$ cat src/rtl/sweep_pkg.sv
package sweep_pkg;

    typedef enum logic [1:0] {
        ST_IDLE = 2'd0,
        ST_REQ  = 2'd1,
        ST_WAIT = 2'd2
    } sweep_state_e;

    localparam logic [1:0] MODE_CLEAR = 2'b01;
    localparam logic [1:0] MODE_TEST  = 2'b10;

    localparam logic [15:0] WORD_EVEN = 16'h5AA5;
    localparam logic [15:0] WORD_ODD  = 16'hA55A;

endpackage

$ cat src/rtl/sweep_pattern.sv
module sweep_pattern #(
    parameter int DATA_W = 512
) (
    input  logic              invert,
    output logic [DATA_W-1:0] data
);
    import sweep_pkg::*;

    localparam int WORDS = DATA_W / 16;

    logic [DATA_W-1:0] base;

    generate
        for (genvar w = 0; w < WORDS; w++) begin : g_word
            if (w % 2 == 0) begin : g_even
                assign base[16*w +: 16] = WORD_EVEN;
            end else begin : g_odd
                assign base[16*w +: 16] = WORD_ODD;
            end
        end
    endgenerate

    assign data = invert ? ~base : base;

endmodule

$ cat src/rtl/sweep_lane_cmp.sv
module sweep_lane_cmp #(
    parameter int DATA_W = 512
) (
    input  logic [DATA_W-1:0]   got,
    input  logic [DATA_W-1:0]   want,
    output logic [DATA_W/8-1:0] miss
);
    localparam int LANES = DATA_W / 8;

    generate
        for (genvar i = 0; i < LANES; i++) begin : g_lane
            assign miss[i] = (got[8*i +: 8] != want[8*i +: 8]);
        end
    endgenerate

endmodule

$ cat src/rtl/sweep_engine.sv
module sweep_engine #(
    parameter int AW     = 26,
    parameter int DATA_W = 512,
    parameter int LANES  = DATA_W / 8
) (
    input  logic              clk,
    input  logic              rst_n,
    input  logic              start,
    input  logic [1:0]        mode,
    input  logic              err_clr,
    input  logic [AW-1:0]     last_line,
    output logic              busy,
    output logic [LANES-1:0]  err_lanes,
    output logic              req_valid,
    input  logic              req_ready,
    output logic              req_write,
    output logic [AW-1:0]     req_addr,
    output logic [DATA_W-1:0] req_wdata,
    input  logic              rsp_valid,
    input  logic [DATA_W-1:0] rsp_rdata
);
    import sweep_pkg::*;

    localparam int PASS_W     = 2;
    localparam int LAST_PASS  = 3;

    typedef struct packed {
        sweep_state_e      st;
        logic [PASS_W-1:0] pass;
        logic [AW-1:0]     line;
        logic [AW-1:0]     last;
        logic [1:0]        mode;
        logic [LANES-1:0]  err;
    } eng_t;

    eng_t q, d;

    logic [DATA_W-1:0] pat_data;
    logic [LANES-1:0]  lane_miss;
    logic              is_read;
    logic              mode_ok;

    // passes 0 and 1 use the plain pattern, 2 and 3 the inverse
    sweep_pattern #(.DATA_W(DATA_W)) i_pattern (
        .invert (q.pass[1]),
        .data   (pat_data)
    );

    sweep_lane_cmp #(.DATA_W(DATA_W)) i_cmp (
        .got  (rsp_rdata),
        .want (pat_data),
        .miss (lane_miss)
    );

    assign is_read = (q.mode == MODE_TEST) && q.pass[0];
    assign mode_ok = (mode == MODE_CLEAR) || (mode == MODE_TEST);

    always_comb begin
        logic [LANES-1:0] err_n;
        logic             step;
        d     = q;
        err_n = q.err;
        step  = 1'b0;
        unique case (q.st)
            ST_IDLE: begin
                if (err_clr) d.err = '0;
                if (start) begin
                    if (mode_ok) begin
                        d.st   = ST_REQ;
                        d.pass = '0;
                        d.line = '0;
                        d.last = last_line;
                        d.mode = mode;
                    end else begin
                        d.err = '1;
                    end
                end
            end
            ST_REQ: begin
                if (req_ready) begin
                    if (is_read) d.st = ST_WAIT;
                    else         step = 1'b1;
                end
            end
            ST_WAIT: begin
                if (rsp_valid) begin
                    err_n = q.err | lane_miss;
                    d.err = err_n;
                    step  = 1'b1;
                end
            end
            default: d.st = ST_IDLE;
        endcase
        if (step) begin
            if (q.line != q.last) begin
                d.line = q.line + 1'b1;
                d.st   = ST_REQ;
            end else if (q.mode == MODE_CLEAR || q.pass == PASS_W'(LAST_PASS) ||
                         (is_read && err_n != '0)) begin
                d.st = ST_IDLE;
            end else begin
                d.pass = q.pass + 1'b1;
                d.line = '0;
                d.st   = ST_REQ;
            end
        end
    end

    always_ff @(posedge clk or negedge rst_n) begin
        if (!rst_n) begin
            q <= '{st: ST_IDLE, pass: '0, line: '0, last: '0, mode: '0, err: '0};
        end else begin
            q <= d;
        end
    end

    assign busy      = (q.st != ST_IDLE);
    assign err_lanes = q.err;
    assign req_valid = (q.st == ST_REQ);
    assign req_write = !is_read;
    assign req_addr  = q.line;
    assign req_wdata = (q.mode == MODE_CLEAR) ? '0 : pat_data;

    // request fields hold while stalled
    p_hold_req_r9: assert property (@(posedge clk) disable iff (!rst_n)
        (req_valid && !req_ready) |=> (req_valid && $stable(req_addr) && $stable(req_write)));

    // no new request while a read response is pending
    p_one_out_r9: assert property (@(posedge clk) disable iff (!rst_n)
        (req_valid && req_ready && !req_write) |=> !req_valid);

    // addresses never pass the captured last line
    p_addr_bound_r1: assert property (@(posedge clk) disable iff (!rst_n)
        req_valid |-> (req_addr <= q.last));

    // a clear run issues writes only
    p_clear_writes_r2: assert property (@(posedge clk) disable iff (!rst_n)
        (req_valid && q.mode == MODE_CLEAR) |-> req_write);

    // error bits are never dropped during a run
    p_err_sticky_r4: assert property (@(posedge clk) disable iff (!rst_n)
        (busy && $past(busy)) |-> ((err_lanes & $past(err_lanes)) == $past(err_lanes)));

    // a run begins only from a start pulse
    p_busy_from_start_r6: assert property (@(posedge clk) disable iff (!rst_n)
        $rose(busy) |-> $past(start));

    // an unknown mode keeps the engine idle and flags all lanes
    p_bad_mode_r8: assert property (@(posedge clk) disable iff (!rst_n)
        (!busy && start && !mode_ok) |=> (!busy && err_lanes == '1));

endmodule

$ cat config.mk
export PLATFORM = sky130hd
export DESIGN_NAME = sweep_engine
export DESIGN_NICKNAME = d
export VERILOG_FILES = /design/src/rtl/sweep_pkg.sv /design/src/rtl/sweep_pattern.sv /design/src/rtl/sweep_lane_cmp.sv /design/src/rtl/sweep_engine.sv
export SDC_FILE = /design/constraint.sdc
export NUM_CORES = 1
export LEC_CHECK = 0
export BUFFER_PORTS_ARGS = -buffer_cell sky130_fd_sc_hd__buf_4
export CAP_MARGIN = 0
export CORE_AREA = 2 2 448 450
export CTS_BUF_LIST = sky130_fd_sc_hd__clkbuf_8
export DETAILED_ROUTE_END_ITERATION = 7
export DIE_AREA = 0 0 450 452
export SYNTH_ARGS = -nofsm -noshare
export SYNTH_HDL_FRONTEND = slang
export SYNTH_SLANG_ARGS = --single-unit
$ cat constraint.sdc
create_clock -name clk -period 22.4 [get_ports clk]
set_input_delay 4.48 -clock clk [delete_from_list [all_inputs] [get_ports clk]]
set_output_delay 4.48 -clock clk [all_outputs]
set_load 0.1 [all_outputs]
==> out/metrics.cfg, run 1 <==
[timing]
worst_pin_slew_ns = 1.29
max-slew-margin-rel = 0.138
fmax_mhz = 115
tns_ns = 0
fin_skew_ns = 0.0370
finalSetupViolCount = 0
post-route-period-util = 0.389
slew_viol_final = 0
rsz0062_at_grt = false
fin_crit_ns = 8.71
finalHoldViolations = 0

[layout]
synthToLayoutAreaGrowth_pct = 54.2
finish.utilization = 0.116
final_layout_size_suffix_gt1_frac = 0.532
finalNetCount = 2900

[critical_path]
worstPathRequired_ns = 17.92
critPathTopFamily = buffers and inverters
cp_slowest_cell = buf_4
worst_setup_path_end_kind = output pin
path_cells = nor2b_4 > buf_4 > buf_4 > buf_4
worst_path_largest_cell_delay_ns = 1.09
worst_setup_path_start_kind = flop
cp_max_fo = 160
critical_path_arrival_ns = 4.23
critPathMostFrequentCell = buf_4
path_class = reg -> out
cp_num_buf_inv = 3

[grt]
track_usage = 0.101
grt_max_degree = 161
grt_pass1_wl_um = 137000
grt_pass1_vias = 14741
antenna_found_initial = 39
grt.overflow.total = 0

[logic_synthesis]
synth.top_cell.area_share = 0.304
synth.avg_cell_area_um2 = 8.24
synth_top_area_cell = buf_4
ys_seq_elements = 122
yosysWarningCount = 0
yosysUniqueCellTypes = 56
yosys-top-cells-area = buf_4 30%, dfrtp_1 21%, nor4bb_1 4.9%
syn-num-nets = 2358
yosysSeqAreaShare = 0.205
synth-edff-count = 0
async_flop_share = 1.00
synthFlopType = dfrtp_1
syn_inst = 1807
syn-cell-area_um2 = 14900

[power_and_ir_drop]
ir_drop_v = 0.000203
p_leak_nw = 9.91
p_per_area_nw_per_um2 = 175

[cts]
cts-root-buf = clkbuf_8
cts-resized-gates = 0
clk_pin_slew_ns = 0.12
tritoncts = yes
ctsLongestPathBuffers = 2
htreeDepth = 4
cts_buffers = 17
worstSkewPairLatency_ns = 0.59
postCtsSetupBuffers = 0
cts_sinks = 122
hold_buffers = 0

[place]
io_buffers = 1150
finalWeightedCongestion = 0.863
hpwl_um = 91500

[drt]
drt_iter0_drc = 1069
vias = 15878
antenna_left = 0
drt_wl_total_um = 110000
firstDrtPassIters = 5
wire_per_inst_um = 21.8
viasPerCell = 3.16
drcViolationCount = 0

[flow_run]
drv_cap = 0

[floorplanning]
pin_count = 1151
design.core.area_um2 = 199000
rows = 164
start_util = 0.0749
die_h_um = 452
die_w_um = 450
die-area_um2 = 203000

[status]
status = complete, no violations

[worst_hold_path]
hold_class = reg -> reg

through the flow:
step	total power [W]	instance area (µm²)	cells	worst slack (ns)	hold slack (ns)
after floorplan	0.00343	14900	1807	5.76	0.455
after global placement	0.00383	22500	4985	13.36	0.478
after detailed placement	0.00385	22500	4986	13.80	0.488
after CTS	0.00410	22900	5018	13.44	0.509
after global routing	0.00416	22900	5026	13.19	0.527
final	0.00402	23000	5029	13.69	0.505
cell families (layout without fill, tap and decap cells):
kind of cell,count (synthesis),in the layout,synth area share
compound gates,264,264,0.122
xor+xnor,29,29,0.0171
fa+ha+maj,5,5,0.00420
buf+inv,689,1244,0.327
flops,122,122,0.205
mux,7,7,0.00471
other cells,0,11,0
simple gates,691,691,0.320
cell usage in the layout, fill, tap and decap left out, types with 7 or more instances in the layout:
cell       count
inv_1         24
diode_2       11
a211o_1       13
a41o_1        42
o22ai_1       60
nor3_1        19
nor4bb_1      73
nand4bb_1     16
clkbuf_8      17
or4bb_1       15
a31oi_1       25
and4b_1       15
nor2_1        72
o21ai_0       53
nand4b_1      70
xnor2_1       22
and3b_1       14
nand2b_1       7
nor2b_1       30
nor4_2         8
dfrtp_1      121
nand2_1      123
a21oi_1       32
nand4_1       12
or3_1         33
inv_6          7
buf_4       1186
nor4_1        50
mux2i_1        7
nor4b_1       70
nor3b_1       14
xor2_1         7
nand3_1       16
synthesized netlist by cell type (22+ instances only):
master / count
or3_1: 33
dfrtp_1: 122
xnor2_1: 22
buf_4: 603
a31oi_1: 26
nand4b_1: 70
o22ai_1: 60
a41o_1: 42
inv_1: 23
nor4_1: 57
clkbuf_1: 46
o21ai_0: 53
nor2_1: 73
nor4bb_1: 73
nor4b_1: 73
nand2_1: 124
nor2b_1: 31
a21oi_1: 33
sequential cells by signal (all words and copies together), names as in the netlist:
| signal | flops |
|---|---|
| err_lanes | 64 |
| q | 32 |
| req_addr | 26 |
report_power, final:
part           switching, W  total, W  internal [W]  leakage [nW]
combinational       0.00267   0.00327      0.000597          8.19
sequential         0.000212  0.000518      0.000306          1.52
clock              0.000137  0.000238      0.000101         0.206
total               0.00302   0.00402       0.00100          9.91
per-layer routing:
layer  vias to the layer above  part of all wire  track usage
met1                      7741              0.37        0.112
li1                       7198                 -            -
met4                        10             0.028       0.0332
met2                       817              0.54        0.190
met3                       112             0.058       0.0193
met5                         -           0.00057            0
area by class of cell:
| class | instances | area, µm² |
|---|---|---|
| Multi-Input combinational cell | 996 | 7120 |
| Inverter | 24 | 92.6 |
| Fill cell | 22862 | 176000 |
| Tap cell | 2656 | 3320 |
| Antenna cell | 11 | 27.5 |
| Clock inverter | 15 | 163 |
| Clock buffer | 17 | 234 |
| Sequential cell | 122 | 3060 |
| Timing Repair Buffer | 1188 | 8930 |
final timing paths:
check / startpoint / to / slack [ns] / depth (start not counted)
worst max-delay path: q[119]$_DFF_PN0_ / req_wdata[400] / 13.69 / 4
worst min-delay path: q[71]$_DFFE_PN0P_ / q[71]$_DFFE_PN0P_ / 0.51 / 2
worst max register to register: q[119]$_DFF_PN0_ / req_addr[21]$_DFF_PN0_ / 17.51 / 10
worst min register to register: q[71]$_DFFE_PN0P_ / q[71]$_DFFE_PN0P_ / 0.51 / 2
max in group asynchronous: rst_n / q[119]$_DFF_PN0_ / 16.93 / 2
min in group asynchronous: rst_n / q[90]$_DFFE_PN0P_ / 3.99 / 1
worst min-delay path, cell delays in order (launching register included):
cell and delay [ns]:
dfrtp_1 0.37, nand2_1 0.05, nand2_1 0.05
Note: power is estimated with default switching activity, not from simulation.
==> run 2, diff against run 1 <==
--- a/config.mk
+++ b/config.mk
@@ -5,12 +5,13 @@
 export SDC_FILE = /design/constraint.sdc
 export NUM_CORES = 1
 export LEC_CHECK = 0
+export ABC_AREA = 1
 export BUFFER_PORTS_ARGS = -buffer_cell sky130_fd_sc_hd__buf_4
 export CAP_MARGIN = 0
-export CORE_AREA = 2 2 448 450
+export CORE_AREA = 2 2 454 456
 export CTS_BUF_LIST = sky130_fd_sc_hd__clkbuf_8
 export DETAILED_ROUTE_END_ITERATION = 7
-export DIE_AREA = 0 0 450 452
+export DIE_AREA = 0 0 456 458
 export SYNTH_ARGS = -nofsm -noshare
 export SYNTH_HDL_FRONTEND = slang
 export SYNTH_SLANG_ARGS = --single-unit
==> constraint.sdc (replaced) <==
create_clock -name clk -period 8.8 [get_ports clk]
set_input_delay 1.76 -clock clk [delete_from_list [all_inputs] [get_ports clk]]
set_output_delay 1.76 -clock clk [all_outputs]
set_load 0.1 [all_outputs]
==> out/metrics.cfg, run 2 <==
[logic_synthesis]
synthMuxAreaShare = 0
syn-num-nets = 3212
synth_compound_area_frac = 0.0746
synth-edff-count = 0
syn-cell-area_um2 = 16200
synth-xor-area-share = 0.0114
yosysWarningCount = 0
synth_common_cells = 615 x nand2_1, 602 x buf_4, 380 x nor2_1, 260 x inv_1, 231 x nand3_1
yosys.area_share.simple = 0.359
yosys-top-cells-area = buf_4 28%, dfrtp_1 19%, nand2_1 14%
ys_seq_elements = 122
synthFlopType = dfrtp_1
synth.avg_cell_area_um2 = 6.08
synth_top_area_cell = buf_4
synthMostInstantiatedCell = nand2_1
synth.top_cell.area_share = 0.279
synth_top_family_by_area = buffers and inverters
syn_inst = 2661
async_flop_share = 1.00
yosysSeqAreaShare = 0.189
synthAdderAreaFrac = 0.00387
yosysUniqueCellTypes = 35

[layout]
stdcell_area_um2 = 24000
finalNetCount = 3730
finish.utilization = 0.118
fillers = 23784
largest_reg_flops = 64
most-common-layout-cells = 1168 x buf_4, 613 x nand2_1, 379 x nor2_1, 259 x inv_1, 231 x nand3_1
final_layout_size_suffix_gt1_frac = 0.389
final_common_cell = buf_4
synthToLayoutAreaGrowth_pct = 48.6

[timing]
finalHoldViolations = 0
worst_pin_slew_ns = 0.953
fmax_mhz = 201
fin_crit_ns = 4.99
max-slew-margin-rel = 0.365
timing.final.ws_setup_ns = 3.81
finalSetupViolCount = 0
fin_skew_ns = 0.0258
slew_viol_final = 0
post-route-period-util = 0.566
rsz0062_at_grt = false
tns_ns = 0

[grt]
antenna_found_initial = 39
grt_pass1_vias = 15626
track_usage = 0.0811
grt.overflow.total = 0
grt_max_degree = 202
grt_pass1_wl_um = 120000

[critical_path]
cp_max_fo = 174
worst_path_largest_cell_delay_ns = 0.70
path_cells = a21oi_4 > buf_12 > buf_4 > buf_4
path_class = reg -> out
worst_setup_path_end_kind = output pin
cp_slowest_cell = dfrtp_4
worst_setup_path_start_kind = flop
worstPathRequired_ns = 7.04
r2r_setup_slack_ns = 4.34
critPathMostFrequentCell = buf_4
critical_path_arrival_ns = 3.23

[cts]
cts_sinks = 122
ctsLongestPathBuffers = 2
cts-root-buf = clkbuf_8
hold_buffers = 0
cts_buffers = 17
tritoncts = yes
clk_pin_slew_ns = 0.09
cts-resized-gates = 0
worstSkewPairLatency_ns = 0.55
postCtsSetupBuffers = 0
htreeDepth = 4

[floorplanning]
start_util = 0.0794
die_w_um = 456
design.core.area_um2 = 204000
die_h_um = 458
pin_count = 1151
rows = 166
die-area_um2 = 209000

[drt]
drcViolationCount = 0
vias = 17435
wire_per_inst_um = 15.2
firstDrtPassIters = 7
antenna_left = 0
drt_wl_total_um = 89600
viasPerCell = 2.96
drt_iter0_drc = 1248

[place]
place_ws_ns = 3.68
placed_area_um2 = 23600
io_buffers = 1150
finalWeightedCongestion = 0.910
hpwl_um = 75700

[worst_hold_path]
hold_class = reg -> reg

[flow_run]
drv_cap = 0

[status]
status = complete, no violations

==> run 2: cells by family after synthesis <==
group | count (synthesis)
adder cells (fa/ha/maj) | 5
flip-flops | 122
AND/OR/NAND/NOR | 1371
buffers and inverters | 936
XOR/XNOR | 21
AO/OA/AOI/OAI | 206
==> run 2: worst paths after layout <==
check,depth (start not counted),startpoint,end
worst max-delay path,4,q[119]$_DFF_PN0_,req_wdata[135]
max in group asynchronous,2,rst_n,q[119]$_DFF_PN0_
worst min register to register,2,q[85]$_DFFE_PN0P_,q[85]$_DFFE_PN0P_
worst min-delay path,2,q[85]$_DFFE_PN0P_,q[85]$_DFFE_PN0P_
worst max register to register,16,q[119]$_DFF_PN0_,req_addr[0]$_DFF_PN0_
min in group asynchronous,1,rst_n,err_lanes[11]$_DFFE_PN0P_
==> run 2: stage by stage <==
stage | hold slack, ns | std cells
3_3_place_gp | 0.474 | 5848
4_1_cts | 0.505 | 5880
3_5_place_dp | 0.481 | 5848
2_1_floorplan | 0.456 | 2661
5_1_grt | 0.519 | 5891
6_report | 0.499 | 5898
==> run 2: final cells by class <==
| class | instances | area [µm²] | area share |
|---|---|---|---|
| diodes | 18 | 45.0 | 0.00187 |
| clock buffers | 18 | 248 | 0.0103 |
| clock inverters | 14 | 174 | 0.00724 |
| inverters | 263 | 995 | 0.0414 |
| multi-input cells | 1603 | 7320 | 0.304 |
| flip-flops and latches | 122 | 3060 | 0.127 |
| well taps | 2688 | 3360 | 0.140 |
| repair buffers | 1172 | 8840 | 0.368 |
==> run 2: worst max-delay path, delay by kind of cell (launching register included) <==
family	cells	cell delay, ns
buffers and inverters	3	1.20
DFF	1	0.70
AOI/OAI and AO/OA	1	0.59
==> run 2: routing by layer <==
| metal | share of wire | global-route usage |
|---|---|---|
| met2 | 0.52 | 0.146 |
| met4 | 0.026 | 0.0270 |
| met3 | 0.060 | 0.0162 |
| met1 | 0.40 | 0.0951 |
| met5 | 0.0014 | 0 |
Power of run 2 is left out: the tool's default activity adds up to more than one toggle a clock period on the data nets, which glitch-free logic cannot reach.
